**src/rtl/nand_mv_pkg.sv**
```systemverilog
package nand_mv_pkg;

  typedef enum logic [1:0] {
    OP_BLKCOPY = 2'd0,
    OP_PGCOPY  = 2'd1,
    OP_PROG    = 2'd2,
    OP_ERASE   = 2'd3
  } mv_op_e;

  typedef enum logic [1:0] {
    RES_OK      = 2'd0,
    RES_BAD     = 2'd1,
    RES_ILLEGAL = 2'd2
  } mv_res_e;

  typedef enum logic {
    PH_READ  = 1'b0,
    PH_WRITE = 1'b1
  } mv_phase_e;

  typedef enum logic [1:0] {
    S_IDLE  = 2'd0,
    S_ISSUE = 2'd1,
    S_GAP   = 2'd2
  } mv_state_e;

  typedef struct packed {
    logic [7:0] c1;
    logic [7:0] c2;
    logic [2:0] naddr;
    logic       chk;
    logic       wdata;
  } seq_cmd_t;

  localparam logic [7:0] CB_RD_A  = 8'h00;
  localparam logic [7:0] CB_RD_B  = 8'h35;
  localparam logic [7:0] CB_PG_A  = 8'h85;
  localparam logic [7:0] CB_PG_B  = 8'h10;
  localparam logic [7:0] PG_A     = 8'h80;
  localparam logic [7:0] PG_B     = 8'h10;
  localparam logic [7:0] ER_A     = 8'h60;
  localparam logic [7:0] ER_B     = 8'hD0;
  localparam logic [2:0] ADDR_LONG  = 3'd5;
  localparam logic [2:0] ADDR_SHORT = 3'd3;

endpackage

```
**src/rtl/nand_row_calc.sv**
```systemverilog
module nand_row_calc #(
  parameter int BLK_W  = 10,
  parameter int PAGE_W = 6,
  localparam int ROW_W = BLK_W + PAGE_W + 1,
  localparam int PPB_W = PAGE_W + 1
) (
  input  logic [BLK_W-1:0]  blk_i,
  input  logic [PAGE_W-1:0] page_i,
  input  logic [PPB_W-1:0]  ppb_i,
  output logic [ROW_W-1:0]  row_o
);

  logic [ROW_W-1:0] blk_x;
  logic [ROW_W-1:0] ppb_x;
  logic [ROW_W-1:0] page_x;

  always_comb begin
    blk_x  = {{(ROW_W-BLK_W){1'b0}}, blk_i};
    ppb_x  = {{(ROW_W-PPB_W){1'b0}}, ppb_i};
    page_x = {{(ROW_W-PAGE_W){1'b0}}, page_i};
    row_o  = (blk_x * ppb_x) + page_x;
  end

endmodule

```
**src/rtl/nand_retry_ctr.sv**
```systemverilog
module nand_retry_ctr #(
  parameter int MAX_TRIES = 2,
  localparam int TW = (MAX_TRIES > 1) ? $clog2(MAX_TRIES) : 1
) (
  input  logic clk,
  input  logic rst,
  input  logic clr_i,
  input  logic bump_i,
  output logic last_o
);

  logic [TW-1:0] tries_q;

  always_ff @(posedge clk) begin
    if (rst || clr_i) begin
      tries_q <= '0;
    end else if (bump_i && !last_o) begin
      tries_q <= tries_q + TW'(1);
    end
  end

  assign last_o = (tries_q == TW'(MAX_TRIES - 1));

endmodule

```
**src/rtl/nand_cmd_sel.sv**
```systemverilog
module nand_cmd_sel
  import nand_mv_pkg::*;
(
  input  mv_op_e    op_i,
  input  mv_phase_e phase_i,
  output seq_cmd_t  cmd_o
);

  always_comb begin
    cmd_o = '0;
    unique case (op_i)
      OP_BLKCOPY, OP_PGCOPY: begin
        if (phase_i == PH_READ) begin
          cmd_o = '{c1: CB_RD_A, c2: CB_RD_B, naddr: ADDR_LONG, chk: 1'b0, wdata: 1'b0};
        end else begin
          cmd_o = '{c1: CB_PG_A, c2: CB_PG_B, naddr: ADDR_LONG, chk: 1'b1, wdata: 1'b0};
        end
      end
      OP_PROG: begin
        cmd_o = '{c1: PG_A, c2: PG_B, naddr: ADDR_LONG, chk: 1'b1, wdata: 1'b1};
      end
      OP_ERASE: begin
        cmd_o = '{c1: ER_A, c2: ER_B, naddr: ADDR_SHORT, chk: 1'b1, wdata: 1'b0};
      end
      default: cmd_o = '0;
    endcase
  end

endmodule

```
**src/rtl/nand_req_check.sv**
```systemverilog
module nand_req_check
  import nand_mv_pkg::*;
#(
  parameter int BLK_W  = 10,
  parameter int PAGE_W = 6,
  localparam int PPB_W = PAGE_W + 1,
  localparam int PAGES_MAX = 2 ** PAGE_W
) (
  input  mv_op_e            op_i,
  input  logic [BLK_W-1:0]  src_blk_i,
  input  logic [BLK_W-1:0]  dst_blk_i,
  input  logic [PAGE_W-1:0] src_page_i,
  input  logic [PAGE_W-1:0] dst_page_i,
  input  logic [PPB_W-1:0]  ppb_i,
  output logic              illegal_o
);

  logic geom_bad;
  logic src_out;
  logic dst_out;
  logic parity_bad;

  always_comb begin
    geom_bad   = (ppb_i == '0) || (ppb_i > PPB_W'(PAGES_MAX));
    src_out    = ({1'b0, src_page_i} >= ppb_i);
    dst_out    = ({1'b0, dst_page_i} >= ppb_i);
    parity_bad = (src_page_i[0] != dst_page_i[0]);
    illegal_o  = geom_bad;
    unique case (op_i)
      OP_BLKCOPY: illegal_o = geom_bad || (src_blk_i == dst_blk_i);
      OP_PGCOPY:  illegal_o = geom_bad || parity_bad || src_out || dst_out;
      OP_PROG:    illegal_o = geom_bad || dst_out;
      OP_ERASE:   illegal_o = geom_bad;
      default:    illegal_o = 1'b1;
    endcase
  end

endmodule

```
**src/rtl/nand_blkmover.sv**
```systemverilog
module nand_blkmover
  import nand_mv_pkg::*;
#(
  parameter int BLK_W     = 10,
  parameter int PAGE_W    = 6,
  parameter int MAX_TRIES = 2,
  localparam int ROW_W = BLK_W + PAGE_W + 1,
  localparam int PPB_W = PAGE_W + 1
) (
  input  logic              clk,
  input  logic              rst,
  input  logic              start,
  input  logic [1:0]        op,
  input  logic [BLK_W-1:0]  src_blk,
  input  logic [BLK_W-1:0]  dst_blk,
  input  logic [PAGE_W-1:0] src_page,
  input  logic [PAGE_W-1:0] dst_page,
  input  logic [PPB_W-1:0]  pages_per_blk,
  output logic              busy,
  output logic              done,
  output logic [1:0]        err,
  output logic [PAGE_W-1:0] cur_page,
  output logic              seq_req,
  output logic [7:0]        seq_cmd1,
  output logic [7:0]        seq_cmd2,
  output logic [2:0]        seq_naddr,
  output logic [ROW_W-1:0]  seq_row,
  output logic              seq_chk_status,
  output logic              seq_wdata,
  input  logic              seq_ack,
  input  logic              seq_fail
);

  mv_state_e         state_q;
  mv_op_e            op_q;
  mv_phase_e         phase_q;
  mv_res_e           res_q;
  logic [BLK_W-1:0]  src_blk_q;
  logic [BLK_W-1:0]  dst_blk_q;
  logic [PAGE_W-1:0] src_pg_q;
  logic [PAGE_W-1:0] pg_q;
  logic [PPB_W-1:0]  ppb_q;
  logic              done_q;

  logic              illegal;
  logic              accept;
  logic              wr_ack;
  logic              try_last;
  logic              try_clr;
  logic              try_bump;
  logic              last_page;
  logic [BLK_W-1:0]  row_blk;
  logic [PAGE_W-1:0] row_pg;
  seq_cmd_t          cmd;

  nand_req_check #(.BLK_W(BLK_W), .PAGE_W(PAGE_W)) u_check (
    .op_i       (mv_op_e'(op)),
    .src_blk_i  (src_blk),
    .dst_blk_i  (dst_blk),
    .src_page_i (src_page),
    .dst_page_i (dst_page),
    .ppb_i      (pages_per_blk),
    .illegal_o  (illegal)
  );

  assign accept    = (state_q == S_IDLE) && start;
  assign wr_ack    = (state_q == S_ISSUE) && seq_ack && (phase_q == PH_WRITE);
  assign try_clr   = accept || (wr_ack && !seq_fail);
  assign try_bump  = wr_ack && seq_fail;
  assign last_page = ({1'b0, pg_q} == (ppb_q - PPB_W'(1)));

  nand_retry_ctr #(.MAX_TRIES(MAX_TRIES)) u_retry (
    .clk    (clk),
    .rst    (rst),
    .clr_i  (try_clr),
    .bump_i (try_bump),
    .last_o (try_last)
  );

  always_comb begin
    if (phase_q == PH_READ) begin
      row_blk = src_blk_q;
      row_pg  = (op_q == OP_BLKCOPY) ? pg_q : src_pg_q;
    end else begin
      row_blk = dst_blk_q;
      row_pg  = pg_q;
    end
  end

  nand_row_calc #(.BLK_W(BLK_W), .PAGE_W(PAGE_W)) u_row (
    .blk_i  (row_blk),
    .page_i (row_pg),
    .ppb_i  (ppb_q),
    .row_o  (seq_row)
  );

  nand_cmd_sel u_cmd (
    .op_i    (op_q),
    .phase_i (phase_q),
    .cmd_o   (cmd)
  );

  always_ff @(posedge clk) begin
    if (rst) begin
      state_q   <= S_IDLE;
      op_q      <= OP_BLKCOPY;
      phase_q   <= PH_READ;
      res_q     <= RES_OK;
      src_blk_q <= '0;
      dst_blk_q <= '0;
      src_pg_q  <= '0;
      pg_q      <= '0;
      ppb_q     <= '0;
      done_q    <= 1'b0;
    end else begin
      done_q <= 1'b0;
      unique case (state_q)
        S_IDLE: begin
          if (start) begin
            if (illegal) begin
              done_q <= 1'b1;
              res_q  <= RES_ILLEGAL;
            end else begin
              state_q   <= S_ISSUE;
              op_q      <= mv_op_e'(op);
              src_blk_q <= src_blk;
              dst_blk_q <= dst_blk;
              src_pg_q  <= src_page;
              ppb_q     <= pages_per_blk;
              if ((mv_op_e'(op) == OP_BLKCOPY) || (mv_op_e'(op) == OP_ERASE)) begin
                pg_q <= '0;
              end else begin
                pg_q <= dst_page;
              end
              if ((mv_op_e'(op) == OP_BLKCOPY) || (mv_op_e'(op) == OP_PGCOPY)) begin
                phase_q <= PH_READ;
              end else begin
                phase_q <= PH_WRITE;
              end
            end
          end
        end
        S_ISSUE: begin
          if (seq_ack) begin
            if (phase_q == PH_READ) begin
              phase_q <= PH_WRITE;
              state_q <= S_GAP;
            end else if (seq_fail) begin
              if (try_last) begin
                state_q <= S_IDLE;
                done_q  <= 1'b1;
                res_q   <= RES_BAD;
              end else begin
                state_q <= S_GAP;
                if ((op_q == OP_BLKCOPY) || (op_q == OP_PGCOPY)) begin
                  phase_q <= PH_READ;
                end
              end
            end else if ((op_q == OP_BLKCOPY) && !last_page) begin
              pg_q    <= pg_q + PAGE_W'(1);
              phase_q <= PH_READ;
              state_q <= S_GAP;
            end else begin
              state_q <= S_IDLE;
              done_q  <= 1'b1;
              res_q   <= RES_OK;
            end
          end
        end
        S_GAP: begin
          state_q <= S_ISSUE;
        end
        default: state_q <= S_IDLE;
      endcase
    end
  end

  assign busy           = (state_q != S_IDLE);
  assign done           = done_q;
  assign err            = res_q;
  assign cur_page       = pg_q;
  assign seq_req        = (state_q == S_ISSUE);
  assign seq_cmd1       = cmd.c1;
  assign seq_cmd2       = cmd.c2;
  assign seq_naddr      = cmd.naddr;
  assign seq_chk_status = cmd.chk;
  assign seq_wdata      = cmd.wdata;

endmodule

```
**config.mk**
```make
export PLATFORM = sky130hd
export DESIGN_NAME = nand_blkmover
export DESIGN_NICKNAME = d
export VERILOG_FILES = /design/src/rtl/nand_mv_pkg.sv /design/src/rtl/nand_row_calc.sv /design/src/rtl/nand_retry_ctr.sv /design/src/rtl/nand_cmd_sel.sv /design/src/rtl/nand_req_check.sv /design/src/rtl/nand_blkmover.sv
export SDC_FILE = /design/constraint.sdc
export NUM_CORES = 1
export LEC_CHECK = 0
export BUFFER_PORTS_ARGS = -buffer_cell sky130_fd_sc_hd__clkbuf_2
export CAP_MARGIN = 40
export CORE_MARGIN = 4
export CORE_UTILIZATION = 56
export CTS_CLUSTER_DIAMETER = 40
export DETAILED_ROUTE_END_ITERATION = 6
export GPL_TIMING_DRIVEN = 0
export PLACE_DENSITY_LB_ADDON = 0.12
export SLEW_MARGIN = 40
export SYNTH_ARGS = -nofsm -noshare
export SYNTH_HDL_FRONTEND = slang
export SYNTH_SLANG_ARGS = --single-unit
export TNS_END_PERCENT = 10
```
**constraint.sdc**
```tcl
create_clock -name clk -period 7.9 [get_ports clk]
set_input_delay 1.58 -clock clk [delete_from_list [all_inputs] [get_ports clk]]
set_output_delay 1.58 -clock clk [all_outputs]
set_load 0.005 [all_outputs]
```
# Word-level counts from Yosys, hierarchy flattened
# Cells that the tools add are included.
dict set report classes {
  n_bitwise 1
  mux 47
  n_addsub 4
  multipliers 1
  n_eq_ne 20
  order_cmp 3
  n_reduce_logical 33
}
# op n
set op_table {}
lappend op_table {{case mux 21 bit (3 select lines)} 1}
lappend op_table {{2-to-1 mux 6 bit} 9}
lappend op_table {{2-to-1 mux 2 bit} 14}
lappend op_table {{2-to-1 mux 21 bit} 1}
lappend op_table {{adder 17 x 6 -> 17 bit} 1}
lappend op_table {{multiplier 10 x 7 -> 17 bit} 1}
lappend op_table {{2-to-1 mux 1 bit} 15}
lappend op_table {{greater-or-equal comparator 6 x 7 -> 1 bit} 2}
lappend op_table {{AND reduction 7 bit} 2}
lappend op_table {{case mux 6 bit (2 select lines)} 1}
lappend op_table {{logical OR 1 bit} 11}
lappend op_table {{equality test 10 bit} 1}
lappend op_table {{equality test 2 bit, second input constant} 5}
lappend op_table {{2-to-1 mux 10 bit} 1}
lappend op_table {{!= test 2 bit, second input constant} 4}
lappend op_table {{equality test 6 x 7 -> 1 bit} 1}
lappend op_table {{greater-than comparator 7 bit, second input constant} 1}
lappend op_table {{logical AND 1 bit} 7}
lappend op_table {{zero test 7 bit} 1}
lappend op_table {{subtractor 7 x 1 -> 7 bit, second input constant} 1}
lappend op_table {{adder 6 x 1 -> 6 bit, second input constant} 1}
lappend op_table {{equality test 2 x 1 -> 1 bit, second input constant} 3}
lappend op_table {{zero test 2 bit} 3}
lappend op_table {{!= test 2 x 1 -> 1 bit, second input constant} 3}
lappend op_table {{14 further kinds} 19}
dict set report word_totals {
  ff_bits 48
  in_bits 46
  elab_cells 120
}

# Depth between registers and ports, before layout
dict set report depth {
  depth_word 9
  mapped_depth 20
  ltp_nobuf 18
}

# Cells and area by module
# From an unflattened synthesis, not the netlist that was laid out.
dict set report hier_totals {
  hier_cells 685
  hier_area_um2 5726.7
}
# mod area_each_um2 seq_area_each_um2 instances cells_per_inst
set by_module_without_submodules {}
lappend by_module_without_submodules {nand_row_calc 2538.7 0.0 1 288}
lappend by_module_without_submodules {nand_blkmover 2514.9 940.9 1 312}
lappend by_module_without_submodules {nand_req_check 480.5 0.0 1 59}
lappend by_module_without_submodules {nand_cmd_sel 158.9 0.0 1 23}
lappend by_module_without_submodules {nand_retry_ctr 33.8 20.0 1 3}

# Least setup slack after synthesis
# Ideal clock, no wire load.
dict set report synth_path {
  path_kind {register to output}
  start {reg phase_q}
  end {out seq_row[16]}
  arrival_ps 5183
  slack_ps 1137
  n_path_buf 2
  stages_incl_launch_ff 18
  cell_sequence {dfxtp_1 > clkbuf_1 > buf_1 > mux2i_1 > nand2b_1 > fa_1 > fa_1 > inv_1 > fa_1 > inv_1 > fa_1 > inv_1 > ha_1 > a21boi_1 > o211ai_1 > and2_1 > o311a_1 > a311oi_1}
}
dict set report synth_via {
  elab_chain_cells 3
}
# item line_no
set synth_lines {}
lappend synth_lines {{start: declaration} nand_blkmover.sv:36} ;# mv_phase_e phase_q;
lappend synth_lines {{start signal: assignment} nand_blkmover.sv:107} ;# phase_q <= PH_READ;
lappend synth_lines {{start signal: assignment} nand_blkmover.sv:136} ;# phase_q <= PH_READ;
lappend synth_lines {{start signal: assignment} nand_blkmover.sv:138} ;# phase_q <= PH_WRITE;
lappend synth_lines {{2-to-1 mux 10 bit} nand_blkmover.sv:81} ;# if (phase_q == PH_READ) begin
lappend synth_lines {{multiplier 10 x 7 -> 17 bit} nand_row_calc.sv:21} ;# row_o = (blk_x * ppb_x) + page_x;
lappend synth_lines {{adder 17 x 6 -> 17 bit *} nand_row_calc.sv:21}
lappend synth_lines {{end: declaration} nand_blkmover.sv:27} ;# output logic [ROW_W-1:0] seq_row,
# Mark *: on every way between the ends. The rest lies on a longest branch, timed or not.

# Final worst setup path
# Same ends and word-level chain as after synthesis.

==> run metrics <==
Core Box Area 0.009774 sq mm; sort of element at the end of the critical path output port; summed area of non-filler cells in the final layout 0.006351 sq mm; effective utilization at floorplan 57.33%; sw frac 33.45%; share of the cycle needed by the critical path after routing 95.64%; maximum resistive drop on vdd 119.0 uV; via count 4812; nature of the critical path startpoint flop; cts bufs inserted 5; number of DRC markers after the initial detailed-route iteration 246; worst slew pin tran 0.8353 ns; Detail Placement HPWL 11.00 mm; Worst-Skew Late Latency 0.30 ns; Post-DRT Antenna Nets 0; global-route usage over all layers 23.32%; sequential group share of total power 43.5%; Tightest Hold Check Type reg -> reg; post-synthesis sequential element count 48; Crit Path Max Fanout 10; WP data arrival 5.98 ns; Max Slew Vio Count 0; FF-to-FF setup slack 4.87 ns; number of unique standard cell types used by synthesis 57; worst hold start src_blk_q[0]; root buffer cell sky130_fd_sc_hd__clkbuf_8; Wirelength per Cell 15.13 microns; Worst R2R Path Depth 9; number of sinks on the clock net 48; Crit Path Category reg -> out; antenna violations before repair 0; Total Die Area 0.01167 sq mm; drt first pass iters 6; number of stages on the worst hold path 2; startpoint of the most critical register-to-register path ppb_q[0]; number of nets in the layout 899; worst rel slew slack 42.72%; FMAX 132.3 MHz; number of warning messages in the yosys log 0; DIE HEIGHT 108.0 microns; fraction of registers with async set or reset after synthesis 0%; global-route congestion overflow total 0; buffers added on ports 86; final hold violation count 0; part of the Yosys area used for sequential elements 17.15%; Mapped Cells 651; die outline width 108.0 microns; number of buffers on the longest clock path 2; outcome completed; mean instance size in the synthesized netlist 8.608 sq um; count of standard-cell rows 36; clk_skew 0.003177 ns; Internal Dissipation 409.9 uW; final number of setup-violating endpoints 0; MaxCap Viol Count 0; required time of the worst setup path 6.32 ns; CTS tree yes; fraction of power consumed by combinational cells 31.5%; pwr/cell area 96.98 mW/mm^2; drt total wl 13.35 mm; count of flip-flops with a built-in enable after synthesis 0; clock network power share 25.0%; end of the worst register-to-register path cur_page[2]; boundary pin count 95; clock transition at the register clock pins on the worst setup and hold paths after CTS 0.09 ns; via density per instance 5.456; layout cell share with drive strength beyond 1 17.09%; Setup Slack @ Placement 0.1060 ns; Syn Std Cell Area 0.005604 sq mm; first-pass GRT wire length 22.14 mm; maximum number of pins on one net before global-route repair 15; final critical delay including setup and external delays 7.556 ns; number of levels in the clock H-tree 2; cell leakage power 3.070 nW; gpl congestion 0.9230; placed inst area 0.006220 sq mm; area growth from synthesis to layout 13.33%; RSZ-0062 raised after global routing false; Switching Power 206.0 uW; final sum of negative setup slack 0 ns; n_diodes 0; ys flop type sky130_fd_sc_hd__dfxtp_1; worst hold path endpoint src_blk_q[0]; via count of the first global-routing pass 4725; post-layout worst setup margin 0.3442 ns; number of buffers inserted for hold repair after clock tree synthesis 0; DR DRC count 0
## cell type report
class	count	area (sq um)
plain buffers	37	217.7
clock buffers	6	82.58
clock inverters	1	8.758
fillers	885	3423
inverters	80	300.3
multi-input cells	491	4184
flip-flops and latches	48	960.9
well taps	133	166.4
repair buffers	86	430.4
## routing by layer
layer	wire (microns)	global-route usage, %	vias up
met5	0	0	-
met4	98	3.697	0
met3	683	2.806	12
met2	6275	38.50	138
met1	6290	33.53	2318
li1	-	-	2344
## worst max-delay path by stage
stage	startpoint	end	slack (ns)	cells after the start
global placement	phase_q	seq_row[16]	0.19	18
global route	phase_q	seq_row[16]	0.07	18
CTS	phase_q	seq_row[16]	0.17	18
detailed placement	phase_q	seq_row[16]	0.11	18
floorplan	phase_q	seq_row[16]	1.14	17
finish	phase_q	seq_row[16]	0.34	18
## power groups by stage
stage	combinational, mW	clock, mW	sequential, mW
2_1_floorplan	0.127	0	0.269
4_1_cts	0.191	0.155	0.267
6_report	0.194	0.154	0.268
3_3_place_gp	0.186	0	0.272
5_1_grt	0.215	0.166	0.269
3_5_place_dp	0.189	0	0.272
## synthesized netlist by cell type, types with 3 or more instances
cell type	count	share of area, %
sky130_fd_sc_hd__dfxtp_1	48	17
sky130_fd_sc_hd__or2_2	3	0.33
sky130_fd_sc_hd__nand2_1	20	1.3
sky130_fd_sc_hd__nor2_1	75	5.0
sky130_fd_sc_hd__ha_1	59	13
sky130_fd_sc_hd__o21a_1	4	0.54
sky130_fd_sc_hd__o31ai_1	7	0.94
sky130_fd_sc_hd__fa_1	45	16
sky130_fd_sc_hd__a31oi_1	5	0.56
sky130_fd_sc_hd__nor3b_1	6	0.80
sky130_fd_sc_hd__mux2i_1	49	8.8
sky130_fd_sc_hd__inv_1	78	5.2
sky130_fd_sc_hd__nand2b_1	17	1.9
sky130_fd_sc_hd__xor2_1	16	2.5
sky130_fd_sc_hd__mux2_2	4	0.80
sky130_fd_sc_hd__nand3_1	12	1.1
sky130_fd_sc_hd__o21ai_0	12	1.1
sky130_fd_sc_hd__a211o_1	3	0.47
sky130_fd_sc_hd__nand4_1	3	0.33
sky130_fd_sc_hd__a211oi_1	5	0.67
sky130_fd_sc_hd__a21o_1	7	0.94
sky130_fd_sc_hd__a21oi_1	22	2.0
sky130_fd_sc_hd__buf_4	16	2.1
sky130_fd_sc_hd__nor2b_1	49	5.5
sky130_fd_sc_hd__o211ai_1	3	0.40
sky130_fd_sc_hd__xnor2_1	12	1.9
sky130_fd_sc_hd__nor3_1	13	1.2
sky130_fd_sc_hd__nor4_1	3	0.33
sky130_fd_sc_hd__clkbuf_1	17	1.1
## cells by family (layout without fill, tap and decap cells)
| family | after synthesis | in the layout | share of synthesized area, % |
|---|---|---|---|
| simple gates | 213 | 213 | 19.85 |
| buf+inv | 117 | 210 | 9.176 |
| fa+ha+maj | 104 | 104 | 29.25 |
| compound gates | 86 | 86 | 10.52 |
| mux | 53 | 53 | 9.556 |
| flops | 48 | 48 | 17.15 |
| xor+xnor | 28 | 28 | 4.376 |
| other cells | 2 | 7 | 0.1340 |
## placed cells by master, fill, tap and decap left out, types with 20 or more instances in the layout
master / synthesis / layout
sky130_fd_sc_hd__clkbuf_2: 0 / 86
sky130_fd_sc_hd__dfxtp_1: 48 / 48
sky130_fd_sc_hd__nor2_1: 75 / 75
sky130_fd_sc_hd__nand2_1: 20 / 20
sky130_fd_sc_hd__inv_1: 78 / 78
sky130_fd_sc_hd__a21oi_1: 22 / 22
sky130_fd_sc_hd__ha_1: 59 / 59
sky130_fd_sc_hd__fa_1: 45 / 45
sky130_fd_sc_hd__mux2i_1: 49 / 44
sky130_fd_sc_hd__nor2b_1: 49 / 49
## critical path: stages, from the launching register on
cell and delay [ns]:
sky130_fd_sc_hd__dfxtp_1 0.32, sky130_fd_sc_hd__clkbuf_1 0.38, sky130_fd_sc_hd__clkbuf_4 0.39, sky130_fd_sc_hd__mux2i_4 0.43, sky130_fd_sc_hd__nand2b_1 0.18, sky130_fd_sc_hd__fa_1 0.45
sky130_fd_sc_hd__fa_1 0.55, sky130_fd_sc_hd__inv_1 0.06, sky130_fd_sc_hd__fa_1 0.53, sky130_fd_sc_hd__inv_1 0.05, sky130_fd_sc_hd__fa_1 0.52, sky130_fd_sc_hd__inv_1 0.04
sky130_fd_sc_hd__ha_1 0.31, sky130_fd_sc_hd__a21boi_1 0.28, sky130_fd_sc_hd__o211ai_1 0.20, sky130_fd_sc_hd__and2_1 0.22, sky130_fd_sc_hd__o311a_1 0.35, sky130_fd_sc_hd__a311oi_1 0.25
sky130_fd_sc_hd__clkbuf_2 0.15
## metrics by stage
| stage | utilization, % | cells | hold slack [ns] | total power, mW |
|---|---|---|---|---|
| floorplan | - | 656 | 0.4561 | 0.3960 |
| detailed placement | 63.63 | 875 | 0.4817 | 0.4616 |
| finish | 64.98 | 882 | 0.5041 | 0.6159 |
| global placement | 63.63 | 875 | 0.4648 | 0.4574 |
| global route | 64.98 | 882 | 0.5356 | 0.6505 |
| CTS | 64.66 | 882 | 0.5038 | 0.6134 |
## registers in the layout, indices dropped and copies added (netlist names)
register,cells
done,1
op_q,2
phase_q,1
cur_page,6
state_q,2
src_blk_q,10
err,2
dst_blk_q,10
ppb_q,7
u_retry.last_o,1
src_pg_q,6
## what timing repair did
action | in CTS | in global routing
endpoints found under the setup margin | 2 | 1
resized for setup | 3 | 6
setup buffers | 0 | 0
(Power assumes the default switching activity.)
